## src/rtl/wpb_pkg.sv

```systemverilog
`timescale 1ns/1ps
package wpb_pkg;

   // Phases of one fixed-length external bus cycle.
   typedef enum logic [1:0] {
      PH_IDLE = 2'd0,
      PH_ADDR = 2'd1,
      PH_STRB = 2'd2,
      PH_HOLD = 2'd3
   } phase_t;

   // Snapshot of an accepted request, held for the whole bus cycle.
   typedef struct packed {
      logic        odd;
      logic [19:0] word;
      logic [15:0] data;
   } cycle_t;

endpackage

```

## src/rtl/wpb_pair_track.sv

```systemverilog
`timescale 1ns/1ps
module wpb_pair_track #(
   parameter int PTR_W  = 21,
   parameter int BYTE_W = 8
) (
   input  logic              clk,
   input  logic              rst_n,
   input  logic              take,
   input  logic [PTR_W-1:0]  ptr,
   input  logic [BYTE_W-1:0] data,
   output logic [BYTE_W-1:0] latch_q,
   output logic              unpaired
);

   localparam int ADR_W = PTR_W - 1;

   logic             armed_q;
   logic [ADR_W-1:0] armed_word_q;
   logic             is_odd;
   logic [ADR_W-1:0] req_word;
   logic             match;

   assign is_odd   = ptr[0];
   assign req_word = ptr[PTR_W-1:1];
   assign match    = armed_q && (armed_word_q == req_word);

   // Holding latch: written by even-pointer requests only.
   always_ff @(posedge clk or negedge rst_n) begin
      if (!rst_n) begin
         latch_q <= '0;
      end else if (take && !is_odd) begin
         latch_q <= data;
      end
   end

   // Pairing memory: which word the latch byte belongs to.
   always_ff @(posedge clk or negedge rst_n) begin
      if (!rst_n) begin
         armed_q      <= 1'b0;
         armed_word_q <= '0;
      end else if (take) begin
         armed_q      <= !is_odd;
         armed_word_q <= req_word;
      end
   end

   // Sticky record of any odd write without its matching even half.
   always_ff @(posedge clk or negedge rst_n) begin
      if (!rst_n) begin
         unpaired <= 1'b0;
      end else if (take && is_odd && !match) begin
         unpaired <= 1'b1;
      end
   end

   AST_FLAG_STICKY: assert property (@(posedge clk) disable iff (!rst_n)
      !$fell(unpaired)) else $error("unpaired flag cleared");
   AST_LATCH_KEEP: assert property (@(posedge clk) disable iff (!rst_n)
      !(take && !ptr[0]) |=> $stable(latch_q)) else $error("latch moved");

endmodule

```

## src/rtl/wpb_sequencer.sv

```systemverilog
`timescale 1ns/1ps
module wpb_sequencer
   import wpb_pkg::*;
#(
   parameter int PTR_W  = 21,
   parameter int BYTE_W = 8
) (
   input  logic              clk,
   input  logic              rst_n,
   input  logic              req_valid,
   input  logic [PTR_W-1:0]  req_ptr,
   input  logic [BYTE_W-1:0] req_data,
   input  logic [BYTE_W-1:0] latch_q,
   output logic              take,
   output logic              busy,
   output phase_t            phase,
   output cycle_t            cyc
);

   localparam int ADR_W  = PTR_W - 1;
   localparam int WORD_W = 2 * BYTE_W;

   phase_t phase_d;

   assign busy = (phase != PH_IDLE);
   assign take = req_valid && !busy;

   always_comb begin
      phase_d = phase;
      unique case (phase)
         PH_IDLE: if (take) phase_d = PH_ADDR;
         PH_ADDR: phase_d = PH_STRB;
         PH_STRB: phase_d = PH_HOLD;
         PH_HOLD: phase_d = PH_IDLE;
         default: phase_d = PH_IDLE;
      endcase
   end

   always_ff @(posedge clk or negedge rst_n) begin
      if (!rst_n) begin
         phase <= PH_IDLE;
      end else begin
         phase <= phase_d;
      end
   end

   // Capture the request; the odd half combines with the parked byte.
   always_ff @(posedge clk or negedge rst_n) begin
      if (!rst_n) begin
         cyc <= '0;
      end else if (take) begin
         cyc.odd  <= req_ptr[0];
         cyc.word <= 20'(req_ptr[PTR_W-1:1]);
         cyc.data <= 16'({req_data, latch_q});
      end
   end

   initial begin
      if (ADR_W != 20 || WORD_W != 16)
         $error("wpb_sequencer: snapshot type needs 21-bit pointer and 8-bit bytes");
   end

   AST_PH_ADDR: assert property (@(posedge clk) disable iff (!rst_n)
      phase == PH_ADDR |=> phase == PH_STRB) else $error("order");
   AST_PH_STRB: assert property (@(posedge clk) disable iff (!rst_n)
      phase == PH_STRB |=> phase == PH_HOLD) else $error("order");
   AST_PH_HOLD: assert property (@(posedge clk) disable iff (!rst_n)
      phase == PH_HOLD |=> phase == PH_IDLE) else $error("order");

endmodule

```

## src/rtl/wpb_pin_drv.sv

```systemverilog
`timescale 1ns/1ps
module wpb_pin_drv
   import wpb_pkg::*;
#(
   parameter int ADR_W     = 20,
   parameter int WORD_W    = 16,
   parameter bit WIDE_ADDR = 1'b1
) (
   input  phase_t            phase,
   input  cycle_t            cyc,
   output logic [WORD_W-1:0] ad_out,
   output logic              ad_oe,
   output logic [ADR_W-WORD_W-1:0] ahi_out,
   output logic              ahi_oe,
   output logic              ale,
   output logic              ce_n,
   output logic              oe_n,
   output logic              wrh_n,
   output logic              wrl_n,
   output logic              ub_n,
   output logic              lb_n,
   output logic              ba0
);

   localparam int HI_W = ADR_W - WORD_W;

   logic active;
   logic data_ph;

   assign active  = (phase != PH_IDLE);
   assign data_ph = (phase == PH_STRB) || (phase == PH_HOLD);

   always_comb begin
      ale    = (phase == PH_ADDR);
      ce_n   = !active;
      oe_n   = 1'b1;
      wrl_n  = 1'b1;
      wrh_n  = !((phase == PH_STRB) && cyc.odd);
      ub_n   = !(data_ph && cyc.odd);
      lb_n   = !(data_ph && cyc.odd);
      ba0    = active && cyc.odd;
      ad_oe  = (phase == PH_ADDR) || (data_ph && cyc.odd);
      ad_out = '0;
      if (phase == PH_ADDR)          ad_out = cyc.word[WORD_W-1:0];
      else if (data_ph && cyc.odd)   ad_out = cyc.data;
   end

   generate
      if (WIDE_ADDR) begin : g_wide
         assign ahi_oe  = active;
         assign ahi_out = active ? cyc.word[ADR_W-1:WORD_W] : '0;
      end else begin : g_narrow
         assign ahi_oe  = 1'b0;
         assign ahi_out = '0;
      end
   endgenerate

   initial begin
      if (HI_W < 1) $error("wpb_pin_drv: no upper address lines");
   end

endmodule

```

## src/rtl/wordpair_bus_ctrl.sv

```systemverilog
`timescale 1ns/1ps
module wordpair_bus_ctrl
   import wpb_pkg::*;
#(
   parameter int PTR_W     = 21,
   parameter int BYTE_W    = 8,
   parameter bit WIDE_ADDR = 1'b1
) (
   input  logic                         clk,
   input  logic                         rst_n,
   input  logic                         req_valid,
   input  logic [PTR_W-1:0]             req_ptr,
   input  logic [BYTE_W-1:0]            req_data,
   output logic                         busy,
   output logic                         unpaired,
   output logic [2*BYTE_W-1:0]          ad_out,
   output logic                         ad_oe,
   output logic [PTR_W-2*BYTE_W-2:0]    ahi_out,
   output logic                         ahi_oe,
   output logic                         ale,
   output logic                         ce_n,
   output logic                         oe_n,
   output logic                         wrh_n,
   output logic                         wrl_n,
   output logic                         ub_n,
   output logic                         lb_n,
   output logic                         ba0
);

   localparam int ADR_W  = PTR_W - 1;
   localparam int WORD_W = 2 * BYTE_W;

   logic [BYTE_W-1:0] latch_q;
   logic              take;
   phase_t            phase;
   cycle_t            cyc;

   initial begin
      if (BYTE_W < 1) $error("wordpair_bus_ctrl: BYTE_W must be positive");
      if (ADR_W <= WORD_W) $error("wordpair_bus_ctrl: pointer too narrow");
   end

   wpb_pair_track #(.PTR_W(PTR_W), .BYTE_W(BYTE_W)) u_track (
      .clk      (clk),
      .rst_n    (rst_n),
      .take     (take),
      .ptr      (req_ptr),
      .data     (req_data),
      .latch_q  (latch_q),
      .unpaired (unpaired)
   );

   wpb_sequencer #(.PTR_W(PTR_W), .BYTE_W(BYTE_W)) u_seq (
      .clk       (clk),
      .rst_n     (rst_n),
      .req_valid (req_valid),
      .req_ptr   (req_ptr),
      .req_data  (req_data),
      .latch_q   (latch_q),
      .take      (take),
      .busy      (busy),
      .phase     (phase),
      .cyc       (cyc)
   );

   wpb_pin_drv #(.ADR_W(ADR_W), .WORD_W(WORD_W), .WIDE_ADDR(WIDE_ADDR)) u_pins (
      .phase   (phase),
      .cyc     (cyc),
      .ad_out  (ad_out),
      .ad_oe   (ad_oe),
      .ahi_out (ahi_out),
      .ahi_oe  (ahi_oe),
      .ale     (ale),
      .ce_n    (ce_n),
      .oe_n    (oe_n),
      .wrh_n   (wrh_n),
      .wrl_n   (wrl_n),
      .ub_n    (ub_n),
      .lb_n    (lb_n),
      .ba0     (ba0)
   );

   AST_IDLE_QUIET: assert property (@(posedge clk) disable iff (!rst_n)
      !busy |-> ce_n && wrh_n && !ad_oe && !ale && !ba0) else $error("idle");
   AST_BUSY_START: assert property (@(posedge clk) disable iff (!rst_n)
      $rose(busy) |-> ale) else $error("start");
   AST_ALE_SINGLE: assert property (@(posedge clk) disable iff (!rst_n)
      ale |=> !ale && busy && !ce_n) else $error("ale");
   AST_CE_WHOLE: assert property (@(posedge clk) disable iff (!rst_n)
      busy |-> !ce_n) else $error("ce");
   AST_EVEN_FLOAT: assert property (@(posedge clk) disable iff (!rst_n)
      busy && !ale && !ba0 |-> !ad_oe && wrh_n && ub_n && lb_n) else $error("even");
   AST_STROBE_ONE: assert property (@(posedge clk) disable iff (!rst_n)
      !wrh_n |=> wrh_n && busy) else $error("strobe");
   AST_STROBE_AFTER_ALE: assert property (@(posedge clk) disable iff (!rst_n)
      !wrh_n |-> $past(ale)) else $error("strobe place");
   AST_BOTH_LANES: assert property (@(posedge clk) disable iff (!rst_n)
      !wrh_n |-> !ub_n && !lb_n && ad_oe && ba0) else $error("lanes");

endmodule

```

## config.mk

```make
export PLATFORM = sky130hd
export DESIGN_NAME = wordpair_bus_ctrl
export DESIGN_NICKNAME = d
export VERILOG_FILES = /design/src/rtl/wpb_pkg.sv /design/src/rtl/wpb_pair_track.sv /design/src/rtl/wpb_sequencer.sv /design/src/rtl/wpb_pin_drv.sv /design/src/rtl/wordpair_bus_ctrl.sv
export SDC_FILE = /design/constraint.sdc
export NUM_CORES = 1
export LEC_CHECK = 0
export BUFFER_PORTS_ARGS = -buffer_cell sky130_fd_sc_hd__clkbuf_2
export CORE_MARGIN = 8
export CORE_UTILIZATION = 30
export DETAILED_ROUTE_END_ITERATION = 10
export SYNTH_ARGS = -nofsm -noshare
export SYNTH_HDL_FRONTEND = slang
export SYNTH_SLANG_ARGS = --single-unit
```

## constraint.sdc

```tcl
create_clock -name clk -period 2.56 [get_ports clk]
set_clock_uncertainty 0.1 [all_clocks]
set_input_delay 0.768 -clock clk [delete_from_list [all_inputs] [get_ports clk]]
set_output_delay 0.768 -clock clk [all_outputs]
set_load 0.1 [all_outputs]
```

# == Word level (Yosys, flattened, before mapping) ==
# Index checks and enable logic that the tools add are counted.
# totals
register_bits,49
# op_classes
n_reduce_logical,17
muxes,5
n_eq_ne,5
# ops
operator,n
2-to-1 mux 16 bit,2
== test 20 bit,1
logical AND 1 bit,8
case mux 2 bit (4 select lines),1
logical NOT 1 bit,5
"== test 2 bit, second input constant",2
2-to-1 mux 4 bit,1
"== test 2 x 1 -> 1 bit, second input constant",1
logical NOT 2 bit,1
logical OR 1 bit,2
2-to-1 mux 2 bit,1
"inequality test 2 bit, second input constant",1
nonzero test 2 bit,1

# == Longest topological paths before layout ==
# logic_depth
word_depth,5
ltp_mapped,7

# == By module ==
# From an unflattened synthesis, not the netlist that was laid out.
# unflattened
cells_unflattened,221
area_unflattened_um2,3230.6
# modules_own_cells
mod,seq_area_each_um2,n_inst,cells_each,area_per_inst_um2
wpb_sequencer,975.9,1,92,1590.3
wpb_pair_track,750.7,1,92,1342.5
wpb_pin_drv,0.0,1,37,297.8

# == Worst setup path after synthesis ==
# Ideal clock, no wire load.
# synth_timing
path_type,reg-to-output
from,register u_seq.phase[1]
to,output ad_out[11]
setup_slack_ns,-1.802
stages_incl_launch_ff,5
arrival_time_ns,3.494
path_buffers,1
t_required_ns,1.692
cell_sequence,dfrtp_1 > inv_1 > ha_1 > clkbuf_1 > o21ai_0
# synth_via
word_cells_on_any_way,7
cone_classes,3 x eq/ne; 2 x mux; 2 x reduce/logical
# synth_lines
item,line,source
start: declaration,wpb_sequencer.sv:16,"output phase_t phase,"
start signal: assignment,wpb_sequencer.sv:43,phase <= phase_d;
== test 2 x 1 -> 1 bit,-,
net ale,wordpair_bus_ctrl.sv:20,"output logic ale,"
2-to-1 mux 16 bit,wpb_pin_drv.sv:44,if (phase == PH_ADDR) ad_out = cyc.word[WORD_W-1:0];
end: declaration,wordpair_bus_ctrl.sv:16,"output logic [2*BYTE_W-1:0] ad_out,"
# The timed path passes the listed nets, and every way through them passes these cells.

# == Final worst setup path ==
# layout_timing
from,register u_seq.phase[0]
to,output ad_out[6]
# layout_via
elab_chain_len,5
word_cells_on_any_way,7
cone_classes,3 x eq/ne; 2 x mux; 2 x reduce/logical
# layout_lines
item,line,source
== test 2 bit,wpb_pin_drv.sv:31,assign data_ph = (phase == PH_STRB) || (phase == PH_HOLD);
logical OR 1 bit,wpb_pin_drv.sv:31,
logical AND 1 bit,wpb_pin_drv.sv:45,else if (data_ph && cyc.odd) ad_out = cyc.data;
2-to-1 mux 16 bit,wpb_pin_drv.sv:45,
2-to-1 mux 16 bit (*),wpb_pin_drv.sv:44,
# Every way passes the cells marked *; elsewhere a longest branch is shown, timed or not.

==> results_dict.tcl <==
set metrics [dict create \
    crit_path_max_fanout 8 \
    final_common_cell "dfrtp_1" \
    drive_gt1_frac 0.606 \
    drv_cap 0 \
    slowest_delay_ps 400 \
    htreeDepth 2 \
    max_freq_mhz 389 \
    grt_pass1_wl_um 10200 \
    core_area_sq_um 8090 \
    fin_crit_sh 1.00 \
    clock-sinks 49 \
    cp_slowest_cell "dfrtp_1" \
    final_nets 318 \
    dr.first_iter.drc_count 34 \
    critPathCaptureType "output port" \
    worst-setup-path-type "reg2out" \
    wire_per_inst_um 16.2 \
    clockRootBuffer "clkbuf_8" \
    synth-seq-cells 49 \
    path_buf_inv 3 \
    min_path_type "in2async" \
    first_pass_iters 4 \
    path_delay_family "buffers and inverters" \
    final_cell_mix "48 x dfrtp_1, 38 x mux2_2, 33 x clkbuf_2" \
    synthFlopType "dfrtp_1" \
    place_congestion 0.678 \
    syn_avg_cell_area_sq_um 11.7 \
    startpoint_type "flop" \
    timing.rr.start "u_seq.phase[0]" \
    clk_pin_slew_ps 80 \
    vias 1765 \
    setup_ws_ps -8.17 \
    initial_core_util 0.306 \
    outcome "finished, violations left" \
    syn_area_sq_um 2470 \
    rsz0062_at_grt "yes" \
    syn_to_final_growth_pct 51.3 \
    crit_required_ps 1690 \
    final-max-slew-violation-count 0 \
    die_x_um 107 \
    ys_seq_area_frac 0.496 \
    hpwl_um 4880 \
    drc_errors 0 \
    cts_tree "done" \
    yosys_warnings 0 \
    tightest_slew_ps 615 \
    antenna_found_initial 0 \
    final.setup.tns_ps -12.4 \
    cp_cell_sequence "buf_6, ha_4, o21a_4, buf_16, nand2_2, o21ai_4, buf_12" \
    async_flop_share 1.00 \
    rows 33 \
    syn_inst 212 \
    hold_violations 0 \
    slew_headroom 0.590 \
    worst-r2r-setup-slack_ps 520 \
    clock_path_buffers 2 \
    die_area_sq_um 11400 \
    ios 64 \
    worstSkewPairLatency_ps 290 \
    vias_per_cell 4.56 \
    fin_crit_ps 2570 \
    grt_max_degree 29 \
    synth_edf_count 0 \
    routed_wl_um 6270 \
    synth_cell_types 27 \
    io_buffers 61 \
    die_h_um 107 \
    cts_hold_buf 0 \
    grt.overflow.total 0 \
    antenna_cells 0 \
    setup_viol 3 \
    violations "negative setup slack" \
    track_usage 0.115 \
    crit_start "u_seq.phase[0]" \
    ant_nets 0 \
    arrival_ps 1700 \
    grt_pass1_vias 1952 \
    cts_made_buffers 5 \
]
-- routing by layer --
metal  routed length (um)  GRT usage
met3                  345     0.0330
met5                    0          0
met2                 3310      0.206
met1                 2530      0.127
met4                   86     0.0392
-- metrics by stage --
| stage | hold WS (ps) | util | instances | setup WS (ps) | cell area (sq um) |
|---|---|---|---|---|---|
| finish | 355 | 0.463 | 387 | -8.17 | 3740 |
| floorplan | 338 | - | 213 | -182 | 2730 |
| global placement | 361 | 0.428 | 372 | 161 | 3470 |
| global route | 386 | 0.463 | 387 | -75.9 | 3740 |
| detailed placement | 381 | 0.428 | 372 | 139 | 3470 |
| CTS | 373 | 0.456 | 386 | -33.5 | 3690 |
-- worst register-to-register path, stage by stage, from the launching register on --
cell	delay [ps]
dfrtp_1	380
inv_2	60
buf_4	130
buf_6	120
ha_4	200
nand2_2	80
or2_1	500
mux2_4	350
-- path summary, 6_finish.rpt --
path	end	depth (start not counted)
max	ad_out[6]	7
min	u_seq.phase[0]	1
max reg2reg	u_track.latch_q[7]	7
min reg2reg	u_track.armed_q	2
max in group asynchronous	u_seq.cyc[29]	2
min in group clk	u_track.armed_q	2
-- cells by family after synthesis --
group | after synthesis | synth area share
buf+inv | 18 | 0.0455
flops | 49 | 0.496
xor+xnor | 20 | 0.0708
simple gates | 52 | 0.0956
compound gates | 21 | 0.0440
fa+ha+maj | 5 | 0.0253
other cells | 1 | 0.00152
mux | 46 | 0.222
-- Yosys cell counts (2+ instances only) --
library cell	n	share of area
dfrtp_1	49	0.50
mux2_2	38	0.17
nand2_1	36	0.055
xnor2_1	19	0.067
o21ai_0	17	0.034
mux2_4	8	0.049
buf_4	5	0.015
ha_1	5	0.025
inv_1	4	0.0061
nand4_1	4	0.010
and2b_1	3	0.0091
buf_2	3	0.0061
buf_6	3	0.014
clkbuf_1	3	0.0046
a21oi_1	2	0.0040
nor2b_1	2	0.0051
-- cell type report --
class / instances / area [sq um]
multi-input combinational: 146 / 1440
timing repair buffer: 75 / 838
fill: 747 / 4350
inverter: 4 / 25.0
clock buffer: 8 / 80.1
tap: 105 / 131
sequential: 49 / 1230
-- registers in the layout, indices dropped and copies added (netlist names) --
name and flops:
u_track.unpaired 1, u_track.latch_q 8, u_track.armed_q 1, u_seq.phase 2
u_seq.cyc 37
-- what timing repair did --
action / in CTS / in global routing
gates cloned: 1 / 0
pin swaps: 1 / 7
buffers inserted: 5 / 1
setup endpoints to repair: 18 / 18
resized for setup: 20 / 12
Power is left out: the tool's default activity adds up to more than one toggle a clock period on the data nets, which glitch-free logic cannot reach.
